[src/rtl/arith_pkg.sv]
package arith_pkg;
  typedef enum logic [1:0] {
    YSEL_B    = 2'b00,
    YSEL_NB   = 2'b01,
    YSEL_ZERO = 2'b10,
    YSEL_ONES = 2'b11
  } ysel_e;
endpackage

[src/rtl/arith_operand_mux.sv]
module arith_operand_mux
  import arith_pkg::*;
#(
  parameter int N = 8
) (
  input  logic [N-1:0] b_i,
  input  ysel_e        sel_i,
  output logic [N-1:0] y_o
);
  always_comb begin
    unique case (sel_i)
      YSEL_B:    y_o = b_i;
      YSEL_NB:   y_o = ~b_i;
      YSEL_ZERO: y_o = '0;
      default:   y_o = '1;
    endcase
  end
endmodule

[src/rtl/arith_adder.sv]
module arith_adder #(
  parameter int N      = 8,
  parameter bit RIPPLE = 1'b1
) (
  input  logic [N-1:0] a_i,
  input  logic [N-1:0] y_i,
  input  logic         cin_i,
  output logic [N:0]   sum_o
);
  if (RIPPLE) begin : g_ripple
    logic [N:0]   c;
    logic [N-1:0] s;
    assign c[0] = cin_i;
    for (genvar i = 0; i < N; i++) begin : g_bit
      assign s[i]   = a_i[i] ^ y_i[i] ^ c[i];
      assign c[i+1] = (a_i[i] & y_i[i]) | (c[i] & (a_i[i] ^ y_i[i]));
    end
    assign sum_o = {c[N], s};
  end else begin : g_native
    assign sum_o = {1'b0, a_i} + {1'b0, y_i} + {{N{1'b0}}, cin_i};
  end
endmodule

[src/rtl/arith_result_reg.sv]
module arith_result_reg #(
  parameter int N = 8
) (
  input  logic         clk_i,
  input  logic         rst_ni,
  input  logic         load_i,
  input  logic [N:0]   sum_i,
  output logic [N-1:0] d_o,
  output logic         cout_o
);
  always_ff @(posedge clk_i or negedge rst_ni) begin
    if (!rst_ni) begin
      d_o    <= '0;
      cout_o <= 1'b0;
    end else if (load_i) begin
      d_o    <= sum_i[N-1:0];
      cout_o <= sum_i[N];
    end
  end

  a_r6_hold: assert property (@(posedge clk_i) disable iff (!rst_ni)
    !load_i |=> ($stable(d_o) && $stable(cout_o)));

  a_r5_capture: assert property (@(posedge clk_i) disable iff (!rst_ni)
    load_i |=> (d_o == $past(sum_i[N-1:0]) && cout_o == $past(sum_i[N])));
endmodule

[src/rtl/arith_unit.sv]
module arith_unit
  import arith_pkg::*;
#(
  parameter int N      = 8,
  parameter bit RIPPLE = 1'b1
) (
  input  logic         clk_i,
  input  logic         rst_ni,
  input  logic [N-1:0] a_i,
  input  logic [N-1:0] b_i,
  input  logic [1:0]   sel_i,
  input  logic         cin_i,
  input  logic         load_i,
  output logic [N-1:0] d_o,
  output logic         cout_o
);
  localparam logic [N-1:0] ALL_ONES = {N{1'b1}};

  ysel_e        sel;
  logic [N-1:0] y;
  logic [N:0]   sum;

  assign sel = ysel_e'(sel_i);

  arith_operand_mux #(.N(N)) u_mux (
    .b_i   (b_i),
    .sel_i (sel),
    .y_o   (y)
  );

  arith_adder #(.N(N), .RIPPLE(RIPPLE)) u_add (
    .a_i   (a_i),
    .y_i   (y),
    .cin_i (cin_i),
    .sum_o (sum)
  );

  arith_result_reg #(.N(N)) u_reg (
    .clk_i  (clk_i),
    .rst_ni (rst_ni),
    .load_i (load_i),
    .sum_i  (sum),
    .d_o    (d_o),
    .cout_o (cout_o)
  );

  a_r3_transfer: assert property (@(posedge clk_i) disable iff (!rst_ni)
    (sel_i == 2'b10 && !cin_i) |-> (sum == {1'b0, a_i}));

  a_r4_transfer: assert property (@(posedge clk_i) disable iff (!rst_ni)
    (sel_i == 2'b11 && cin_i) |-> (sum == {1'b1, a_i}));

  a_r2_self_diff: assert property (@(posedge clk_i) disable iff (!rst_ni)
    (sel_i == 2'b01 && cin_i && a_i == b_i) |-> (sum == {1'b1, {N{1'b0}}}));

  a_r1_add_zero: assert property (@(posedge clk_i) disable iff (!rst_ni)
    (sel_i == 2'b00 && b_i == '0 && !cin_i) |-> (sum == {1'b0, a_i}));

  a_r8_wrap_dec: assert property (@(posedge clk_i) disable iff (!rst_ni)
    (sel_i == 2'b11 && !cin_i && a_i == '0) |-> (sum == {1'b0, ALL_ONES}));

  a_r7_reset: assert property (@(posedge clk_i)
    !rst_ni |-> (d_o == '0 && !cout_o));
endmodule

[config.mk]
export PLATFORM = sky130hd
export DESIGN_NAME = arith_unit
export DESIGN_NICKNAME = d
export VERILOG_FILES = /design/src/rtl/arith_pkg.sv /design/src/rtl/arith_operand_mux.sv /design/src/rtl/arith_adder.sv /design/src/rtl/arith_result_reg.sv /design/src/rtl/arith_unit.sv
export SDC_FILE = /design/constraint.sdc
export NUM_CORES = 1
export LEC_CHECK = 0
export ABC_AREA = 0
export BUFFER_PORTS_ARGS = -buffer_cell sky130_fd_sc_hd__buf_4
export CORE_MARGIN = 2
export CORE_UTILIZATION = 48
export DETAILED_ROUTE_END_ITERATION = 12
export HOLD_SLACK_MARGIN = 0.1
export PLACE_DENSITY = 0.81
export SKIP_CTS_REPAIR_TIMING = 1
export SLEW_MARGIN = 0
export SYNTH_ARGS = -nofsm -noshare
export SYNTH_HDL_FRONTEND = slang
export SYNTH_SLANG_ARGS = --single-unit
[constraint.sdc]
create_clock -name clk_i -period 1.9 [get_ports clk_i]
set_input_delay 0.38 -clock clk_i [delete_from_list [all_inputs] [get_ports clk_i]]
set_output_delay 0.38 -clock clk_i [all_outputs]
set_load 0.02 [all_outputs]
; Word level (Yosys, flattened, before mapping)
; Cells that the tools add are included.
[totals]
register_bits = 9
inputBits = 22
word_cells = 47
[op_classes]
mux = 1
eq_ne = 2
n_bitwise = 41
n_reduce_logical = 1
[ops]
columns = cell, n
row1 = 8-bit case mux with 3 select lines, 1
row2 = 1-bit AND, 16
row3 = 1-bit bitwise XOR, 16
row4 = 8-bit inverter, 1
row5 = 1-bit bitwise OR, 8
row6 = "2-bit by 1-bit equality test with 1-bit output, second input constant", 1
row7 = "2-bit equality test, second input constant", 1
row8 = 2-bit zero test, 1

; Logic depth before layout (Yosys ltp)
; Gate-level depths: netlist of run 1.
[depth]
ltp_word = 19
depth_mapped = 14

; Cells and area by module
; Synthesis of run 1 repeated with hierarchy kept, for this count alone.
[hier_totals]
cells_unflattened = 54
hier_area_um2 = 704.4
[by_module_without_submodules]
columns = module, cells_per_inst, seq_area_each_um2, instances, area_per_inst_um2
row1 = arith_result_reg, 19, 225.2, 1, 371.6
row2 = arith_adder, 18, 0.0, 1, 197.7
row3 = arith_operand_mux, 17, 0.0, 1, 135.1

; Worst setup path before layout of run 1
; OpenSTA, ideal clock, no wires.
[synth_timing]
path_kind = input port to flip-flop
start = input port sel_i[0]
end = register u_reg.d_o[7]
setup_time_ns = 0.125
path_buffers = 1
slack_ns = -2.105
stages = 14
t_required_ns = 1.775
t_arrival_ns = 3.880
cell_sequence = buf_2 -> xnor2_1 -> fa_1 -> inv_1 -> fa_1 -> inv_1 -> fa_1 -> fa_1 -> fa_1 -> fa_1 -> fa_1 -> inv_1 -> fa_1 -> mux2_4
[synth_between]
elab_chain_len = 18
elab_cells_between_ends = 34
cone_classes = eq/ne: 2 / mux: 1 / bitwise: 30 / reduce/logical: 1
[synth_rtl]
columns = item, line_no
row1 = "start, declared", arith_unit.sv:11  ; input logic [1:0] sel_i,
row2 = "2-bit equality test, or another cell as far along", arith_operand_mux.sv:11  ; unique case (sel_i)
row3 = 8-bit case mux with 3 select lines *, arith_operand_mux.sv:11
row4 = 1-bit bitwise XOR, arith_adder.sv:16  ; assign c[i+1] = (a_i[i] & y_i[i]) | (c[i] & (a_i[i] ^ y_i[i]));
row5 = 1-bit AND, arith_adder.sv:16
row6 = 1-bit bitwise OR, arith_adder.sv:16
row7 = 1-bit AND, arith_adder.sv:16
row8 = 1-bit bitwise OR, arith_adder.sv:16
row9 = 1-bit AND, arith_adder.sv:16
row10 = (+3 left out), -
row11 = 1-bit AND, arith_adder.sv:16
row12 = 1-bit bitwise OR, arith_adder.sv:16
row13 = 1-bit AND, arith_adder.sv:16
row14 = 1-bit bitwise OR, arith_adder.sv:16
row15 = 1-bit AND, arith_adder.sv:16
row16 = 1-bit bitwise OR, arith_adder.sv:16
row17 = 1-bit bitwise XOR *, arith_adder.sv:15  ; assign s[i] = a_i[i] ^ y_i[i] ^ c[i];
row18 = via sum[7], arith_unit.sv:21  ; logic [N:0] sum;
row19 = "end signal, assigned", arith_result_reg.sv:16  ; d_o <= sum_i[N-1:0];
row20 = "end, declared", arith_result_reg.sv:8  ; output logic [N-1:0] d_o,
; Mark *: on every way through the listed nets, which the timed path passes. The rest lies on a longest branch.
; A chain may end at the register's enable or synchronous reset.

; Worst setup path after layout of run 1
[layout_timing]
start = input port b_i[0]
end = register u_reg.d_o[7]
[layout_between]
elab_chain_len = 18
elab_cells_between_ends = 19
cone_classes = mux: 1 / bitwise: 18
[layout_rtl]
columns = item, line_no
row1 = "start, declared", arith_unit.sv:10  ; input logic [N-1:0] b_i,
row2 = 8-bit inverter, arith_operand_mux.sv:13  ; YSEL_NB: y_o = ~b_i;
row3 = 8-bit case mux with 3 select lines *, arith_operand_mux.sv:11
row4 = 1-bit bitwise XOR, arith_adder.sv:16
row5 = 1-bit AND, arith_adder.sv:16
row6 = 1-bit bitwise OR *, arith_adder.sv:16
row7 = 1-bit AND *, arith_adder.sv:16
row8 = 1-bit bitwise OR *, arith_adder.sv:16
row9 = 1-bit AND *, arith_adder.sv:16
row10 = (+3 left out), -
row11 = 1-bit AND *, arith_adder.sv:16
row12 = 1-bit bitwise OR *, arith_adder.sv:16
row13 = 1-bit AND *, arith_adder.sv:16
row14 = 1-bit bitwise OR *, arith_adder.sv:16
row15 = 1-bit AND *, arith_adder.sv:16
row16 = 1-bit bitwise OR *, arith_adder.sv:16
row17 = 1-bit bitwise XOR *, arith_adder.sv:15
row18 = via sum[7], arith_unit.sv:21
; Marks and branches as above.

==> flow_summary.yaml, run 1 <==
clocking:
  clk_path_buf_depth: 2
  clock_latency_ns: 0.25
  cts.sink_count: 9
  path_clk_slew_ns: 0.06
  tritoncts: "done"
  h-tree-depth: 1
  cts_made_buffers: 3
  cts_root_buf: "clkbuf_4"
detailed_routing:
  firstDrtPassIters: 3
  drtIter0Drc: 2
  drt-total-wl_mm: 1.31
  wl_per_cell_microns: 11.8
  viasPerCell: 4.47
  ant_nets: 0
  drc_errors: 0
  via_count: 496
pwr:
  irDropWorstVdd_mv: 0.361
  p_leak_nw: 0.521
  p_per_area_nw_per_um2: 818
synthesis:
  ys_warn_count: 0
  yosys.area.top_type: "dfrtp_1"
  syn_area_per_cell_sq_um: 11.4
  synth_nets: 90
  synth_area_sq_um: 687
  synth_area_leaders: "dfrtp_1, fa_1, xnor2_1"
  synth_commonest_cells: "inv_1, dfrtp_1, fa_1, xnor2_1"
  synthArstFlopShare: 1.00
  netlist.area_leader.share: 0.328
  synth.most_common_cell: "inv_1"
  synth-seq-area-share: 0.328
  yosys_most_used_dff: "dfrtp_1"
  syn_inst: 60
  synth_seq_cells: 9
  synth_cell_types: 10
  synth_edf_count: 0
final_layout:
  multiInputGateArea_sq_um: 420
  drive_above_1_share: 0.542
  area.sequential_sq_um: 225
  n_antenna_cell: 0
  syn2layout_area_growth_pct: 47.4
  layout.nets: 127
  fillCellCount: 92
  final_cell_area_sq_um: 1010
grt:
  first_global_vias: 512
  grt.total_usage: 0.173
  grt_pass1_wl_mm: 2.14
  grt_max_degree: 10
  gr-total-overflow: 0
  antenna_found_initial: 0
floorplanning:
  start_util: 0.521
  floorplan.rows: 13
  io-pin-count: 31
  coreArea_sq_um: 1320
  die_h_microns: 41.8
  fp.dieW_microns: 41.8
  dieArea_sq_um: 1750
worst_setup_path:
  crit_arrival_ns: 3.78
  r2r_cells: 1
  crit_end: "u_reg.d_o[7]"
  r2r_start: "u_reg.cout_o"
  rrSetupSlack_ns: 1.12
  r2r-end: "u_reg.cout_o"
  critPathKind: "in2reg"
  worstSetupStartpoint: "b_i[0]"
  worst-path-max-fanout: 1
  crit_path_end_kind: "flop"
  critPathRequiredTime_ns: 2.04
  critPathLaunchType: "primary input"
timing:
  min_period_ns: 3.64
  finalCritPeriodShare: 1.91
  setup_ws_ns: -1.74
  final-setup-viol-count: 6
  rsz0062_at_grt: "yes"
  relSlewSlack: 0.840
  hold_viol: 0
  whs_ns: 0.432
  clock_skew_ns: 0
  max_clock_freq_mhz: 275
  drv_slew: 0
  worstMarginPinSlew_ns: 0.238
place:
  portBuffers: 30
  dpl.hpwl_mm: 1.15
  place_congestion: 0.712
  placed_cell_area_sq_um: 970
min_path:
  hp-class: "in2reg"
status:
  violations: "setup timing"
  outcome: "finished with violations"
job:
  cap_violations: 0
-- worst min-delay path by stage --
stage	startpoint	end	slack [ns]	cells past startpoint
global route	load_i	u_reg.d_o[5]	0.44	2
global placement	rst_ni	u_reg.cout_o	0.21	1
CTS	rst_ni	u_reg.d_o[4]	-0.07	1
finish	load_i	u_reg.d_o[6]	0.43	2
floorplan	rst_ni	u_reg.cout_o	0.08	0
detailed placement	rst_ni	u_reg.d_o[4]	0.21	1
-- report_power, final --
| group | switching (W) | internal [W] | leakage (nW) |
|---|---|---|---|
| registers | 0.0000322 | 0.000252 | 0.105 |
| logic | 0.000194 | 0.000207 | 0.401 |
| clock network | 0.0000619 | 0.0000806 | 0.0150 |
| total | 0.000289 | 0.000540 | 0.521 |
-- routing by layer --
layer / up-vias / share of wire / track usage / routed length, microns
li1: 245 / - / - / -
met1: 226 / 0.35 / 0.174 / 453
met2: 21 / 0.57 / 0.309 / 741
met3: 4 / 0.061 / 0.0435 / 80
met4: 0 / 0.027 / 0.116 / 36
met5: - / 0 / 0 / 0
-- layout make-up --
type | count | share of cell area
Clock buffer | 4 | 0.0260
Inverter | 16 | 0.0593
Multi-Input combinational cell | 33 | 0.415
Sequential cell | 9 | 0.222
Tap cell | 15 | 0.0185
Timing Repair Buffer | 34 | 0.258
-- worst max-delay path: stages --
cell,delay (ns)
buf_6,0.09
nor2b_4,0.12
xnor2_2,0.13
fa_2,0.34
inv_2,0.06
fa_2,0.18
inv_2,0.04
fa_2,0.33
fa_2,0.34
fa_2,0.35
fa_2,0.36
fa_2,0.34
inv_2,0.06
fa_2,0.41
mux2_4,0.26
-- cell usage in the layout, fill, tap and decap left out, types with 2 or more instances in the layout --
cell type / instances
buf_4: 32
inv_1: 13
dfrtp_1: 9
fa_2: 8
xnor2_1: 7
mux2i_1: 6
nor2b_1: 5
inv_2: 3
mux2_4: 3
clkbuf_4: 3
nand2b_1: 2
-- kinds of logic (layout without fill, tap and decap cells) --
kind of cell               count (synthesis)  count (layout)  synth area share
muxes                                      9               9             0.153
and+or+nand+nor                            8               8            0.0729
xor gates and xnor gates                   8               8             0.102
buffers and inverters                     18              54             0.111
DFF                                        9               9             0.328
adders and majority gates                  8               8             0.233
-- through the flow --
step / util / power [W] / setup WS (ns) / cells / TNS (ns)
after global placement: 0.736 / 0.000676 / -1.97 / 106 / -7.68
after CTS: 0.756 / 0.000839 / -1.75 / 110 / -6.19
final: 0.768 / 0.000828 / -1.74 / 111 / -6.03
after detailed placement: 0.736 / 0.000695 / -2.02 / 106 / -8.01
after global routing: 0.768 / 0.000890 / -1.81 / 111 / -6.35
after floorplan: - / 0.000522 / -1.82 / 60 / -6.63
-- registers in the layout, indices dropped and copies added (netlist names) --
register      flops
u_reg.cout_o      1
u_reg.d_o         8
Power figures use the tool's default switching activity.
==> run 2: changes to the inputs <==
--- a/config.mk
+++ b/config.mk
@@ -8,10 +8,10 @@
 export ABC_AREA = 0
 export BUFFER_PORTS_ARGS = -buffer_cell sky130_fd_sc_hd__buf_4
 export CORE_MARGIN = 2
-export CORE_UTILIZATION = 48
+export CORE_UTILIZATION = 45
 export DETAILED_ROUTE_END_ITERATION = 12
 export HOLD_SLACK_MARGIN = 0.1
-export PLACE_DENSITY = 0.81
+export PLACE_DENSITY = 0.77
 export SKIP_CTS_REPAIR_TIMING = 1
 export SLEW_MARGIN = 0
 export SYNTH_ARGS = -nofsm -noshare
==> constraint.sdc (replaced) <==
create_clock -name clk_i -period 3.99 [get_ports clk_i]
set_input_delay 0.798 -clock clk_i [delete_from_list [all_inputs] [get_ports clk_i]]
set_output_delay 0.798 -clock clk_i [all_outputs]
set_load 0.02 [all_outputs]
==> flow_summary.yaml, run 2 (synthesis results as in run 1) <==
floorplanning:
  floorplan.rows: 14
  start_util: 0.467
  dieArea_sq_um: 1860
  fp.dieW_microns: 43.1
  coreArea_sq_um: 1470
  die_h_microns: 43.1
  io-pin-count: 31
place:
  place_congestion: 0.712
  dpl.hpwl_microns: 910
  dp.cells: 106
  portBuffers: 30
worst_setup_path:
  critPathKind: "in2reg"
  slowest_stage: "fa_1"
  path_delay_family: "adder cells"
  slowest_delay_ns: 0.40
  crit_arrival_ns: 4.19
  critPathLaunchType: "primary input"
  worst-path-max-fanout: 1
  crit_top_cell: "fa_2"
  critPathRequiredTime_ns: 4.14
  cp_cell_sequence: "buf_4 > nor2b_1 > xnor2_1 > fa_2 > inv_2 > fa_1 > inv_1 > fa_2 > fa_2 > fa_2 > fa_2 > fa_2 > inv_2 > fa_1 > mux2_4"
  crit_path_end_kind: "flop"
  path_buf_inv: 4
final_layout:
  largest_reg_flops: 8
  layout_commonest_cell: "buf_4"
  layout_common_cells: "buf_4, inv_1, dfrtp_1"
  top_regs: "u_reg.d_o: 8 flops, u_reg.cout_o: 1 flops"
  layout.nets: 125
  n_antenna_cell: 0
  syn2layout_area_growth_pct: 41.5
  instances_no_fill: 110
  drive_above_1_share: 0.489
  fillCellCount: 124
  largest-register: "u_reg.d_o"
timing:
  tns_ns: -0.0577
  drv_slew: 0
  min_period_ns: 4.05
  max_clock_freq_mhz: 247
  finalCritPeriodShare: 1.01
  relSlewSlack: 0.845
  whs_ns: 0.345
  clock_skew_ns: 0
  setup_ws_ns: -0.0577
  rsz0062_at_grt: "yes"
  worstMarginPinSlew_ns: 0.231
  hold_viol: 0
  final-setup-viol-count: 1
clocking:
  tritoncts: "done"
  clk_path_buf_depth: 2
  cts_root_buf: "clkbuf_4"
  clock_latency_ns: 0.26
  path_clk_slew_ns: 0.06
  cts_made_buffers: 3
  cts.sink_count: 9
  h-tree-depth: 1
detailed_routing:
  via_count: 471
  ant_nets: 0
  drt-total-wl_mm: 1.03
  drtIter0Drc: 0
  wl_per_cell_microns: 9.38
  firstDrtPassIters: 1
  drc_errors: 0
  viasPerCell: 4.28
job:
  cap_violations: 0
pwr:
  p_leak_nw: 0.503
  p_per_area_nw_per_um2: 398
  irDropWorstVdd_mv: 0.129
grt:
  gr-total-overflow: 0
  grt.total_usage: 0.138
  grt_pass1_wl_mm: 1.85
  antenna_found_initial: 0
  grt_max_degree: 10
  first_global_vias: 455
min_path:
  hp-class: "in2async"
status:
  violations: "setup timing"
  outcome: "finished with violations"
run 2: area by class of cell:
cell class / count / area [sq um] / area share
Timing Repair Buffer: 32 / 240 / 0.247
Clock buffer: 4 / 26.3 / 0.0270
Sequential cell: 9 / 225 / 0.232
Tap cell: 16 / 20.0 / 0.0206
Multi-Input combinational cell: 33 / 400 / 0.412
Inverter: 16 / 60.1 / 0.0618
run 2: report_power, final:
part | switching [W] | total [W] | internal, W
logic | 0.0000889 | 0.000183 | 0.0000944
clock network | 0.0000307 | 0.0000691 | 0.0000385
registers | 0.0000145 | 0.000134 | 0.000120
total | 0.000134 | 0.000387 | 0.000253
run 2: per-stage QoR:
stage,worst slack [ns],power [W],util,cell area [sq um]
2_1_floorplan,-0.286,0.000243,-,697
3_3_place_gp,-0.433,0.000315,0.638,938
3_5_place_dp,-0.462,0.000321,0.638,938
4_1_cts,-0.180,0.000393,0.656,965
5_1_grt,-0.146,0.000416,0.661,972
6_report,-0.0577,0.000387,0.661,972
run 2: worst paths after layout:
| check | from | to | slack (ns) | depth (start not counted) |
|---|---|---|---|---|
| worst max-delay path | b_i[0] | u_reg.d_o[7] | -0.06 | 15 |
| worst min-delay path | rst_ni | u_reg.d_o[5] | 0.35 | 1 |
| worst max register to register | u_reg.cout_o | u_reg.cout_o | 3.24 | 1 |
| worst min register to register | u_reg.d_o[7] | u_reg.d_o[7] | 0.51 | 1 |
| max in group asynchronous | rst_ni | u_reg.d_o[4] | 3.52 | 1 |
| min in group clk_i | u_reg.d_o[7] | u_reg.d_o[7] | 0.51 | 1 |
run 2: routing by layer:
metal	vias up	GRT usage	part of all wire
li1	238	-	-
met1	215	0.169	0.41
met2	16	0.221	0.49
met3	2	0.0255	0.064
met4	0	0.0909	0.028
met5	-	0	0
==> run 3: changes to the inputs <==
--- a/config.mk
+++ b/config.mk
@@ -12,6 +12,7 @@
 export DETAILED_ROUTE_END_ITERATION = 12
 export HOLD_SLACK_MARGIN = 0.1
 export PLACE_DENSITY = 0.77
+export SETUP_SLACK_MARGIN = 0.3
 export SKIP_CTS_REPAIR_TIMING = 1
 export SLEW_MARGIN = 0
 export SYNTH_ARGS = -nofsm -noshare
==> flow_summary.yaml, run 3 (synthesis results as in run 1) <==
status:
  outcome: "finished with violations"
  violations: "setup timing"
clocking:
  clock_latency_ns: 0.25
  path_clk_slew_ns: 0.06
  cts_made_buffers: 3
  clk_path_buf_depth: 2
  tritoncts: "done"
  h-tree-depth: 1
  cts_root_buf: "clkbuf_4"
  cts.sink_count: 9
detailed_routing:
  viasPerCell: 4.38
  firstDrtPassIters: 4
  drtIter0Drc: 4
  via_count: 486
  wl_per_cell_microns: 11.4
  ant_nets: 0
  drt-total-wl_mm: 1.27
  drc_errors: 0
pwr:
  p_comb_frac: 0.485
  cellInternalPower_w: 0.000257
  clock_power_share: 0.171
  irDropWorstVdd_mv: 0.154
  p_per_area_nw_per_um2: 395
  p_sw_frac: 0.352
  power_w: 0.000396
  p_leak_nw: 0.517
  p_seq_frac: 0.344
  net-switching-power_w: 0.000140
timing:
  relSlewSlack: 0.831
  max_clock_freq_mhz: 245
  rsz0062_at_grt: "yes"
  tns_ns: -0.0982
  whs_ns: 0.357
  setup_ws_ns: -0.0982
  final-setup-viol-count: 1
  clock_skew_ns: 0
  hold_viol: 0
  min_period_ns: 4.09
  drv_slew: 0
  worstMarginPinSlew_ns: 0.251
  finalCritPeriodShare: 1.02
floorplanning:
  coreArea_sq_um: 1470
  floorplan.rows: 14
  start_util: 0.467
  fp.dieW_microns: 43.1
  io-pin-count: 31
  dieArea_sq_um: 1860
  die_h_microns: 43.1
worst_setup_path:
  crit_path_end_kind: "flop"
  r2r-end: "u_reg.d_o[1]"
  slowest_stage: "fa_2"
  critPathKind: "in2reg"
  path_delay_family: "adder cells"
  cp_cell_sequence: "buf_6 > nor2b_4 > xnor2_2 > fa_2 > inv_2 > fa_2 > inv_2 > fa_2 > fa_2 > fa_2 > fa_2 > fa_2 > inv_2 > fa_2 > mux2_4"
  path_buf_inv: 4
  crit_arrival_ns: 4.23
  r2r_start: "u_reg.d_o[1]"
  critPathRequiredTime_ns: 4.13
  r2r_cells: 1
  critPathLaunchType: "primary input"
  rrSetupSlack_ns: 3.22
  worst-path-max-fanout: 1
  slowest_delay_ns: 0.41
  crit_top_cell: "fa_2"
final_layout:
  n_antenna_cell: 0
  layout_common_cells: "buf_4, inv_1, dfrtp_1"
  layout.nets: 126
  area.sequential_sq_um: 225
  multiInputGateArea_sq_um: 420
  largest_reg_flops: 8
  fin_util: 0.682
  syn2layout_area_growth_pct: 46.1
  layout_commonest_cell: "buf_4"
  fillCellCount: 120
  largest-register: "u_reg.d_o"
  drive_above_1_share: 0.547
  top_regs: "u_reg.d_o: 8 flops, u_reg.cout_o: 1 flops"
  final_cell_area_sq_um: 1000
grt:
  first_global_vias: 497
  grt_max_degree: 10
  antenna_found_initial: 0
  gr-total-overflow: 0
  grt_pass1_wl_mm: 2.08
  grt.total_usage: 0.160
job:
  cap_violations: 0
place:
  dpl.hpwl_mm: 1.12
  place_congestion: 0.769
  placed_cell_area_sq_um: 971
  portBuffers: 30
min_path:
  hp-class: "in2async"
run 3: layer usage:
layer	vias to the layer above	routed length (microns)	global-route usage
met3	2	58	0.0128
li1	242	-	-
met4	0	20	0.109
met1	226	480	0.179
met5	-	0	0
met2	16	705	0.285
run 3: how the worst max path moves through the flow:
stage	cells after the start	start	endpoint
3_3_place_gp	15	b_i[0]	u_reg.d_o[7]
5_1_grt	15	b_i[0]	u_reg.d_o[7]
6_report	15	b_i[0]	u_reg.d_o[7]
4_1_cts	15	b_i[0]	u_reg.d_o[7]
3_5_place_dp	15	b_i[0]	u_reg.d_o[7]
2_1_floorplan	14	sel_i[0]	u_reg.d_o[7]
run 3: per-stage QoR:
stage	instances	setup slack, ns
floorplan	60	-0.161
global placement	107	-0.306
detailed placement	107	-0.379
CTS	111	-0.103
global route	111	-0.159
finish	111	-0.0982
run 3: final cells by class:
cell class | instances | share of cell area
Multi-Input combinational cell | 33 | 0.419
Timing Repair Buffer | 33 | 0.251
Sequential cell | 9 | 0.224
Inverter | 16 | 0.0599
Clock buffer | 4 | 0.0262
Tap cell | 16 | 0.0200
run 3: power by group through the flow:
stage          combinational (W)   clock, W  sequential (W)
2_1_floorplan          0.0000757          0        0.000172
3_3_place_gp            0.000185          0        0.000136
3_5_place_dp            0.000194          0        0.000138
4_1_cts                 0.000195  0.0000706        0.000137
5_1_grt                 0.000209  0.0000755        0.000138
6_report                0.000192  0.0000677        0.000136
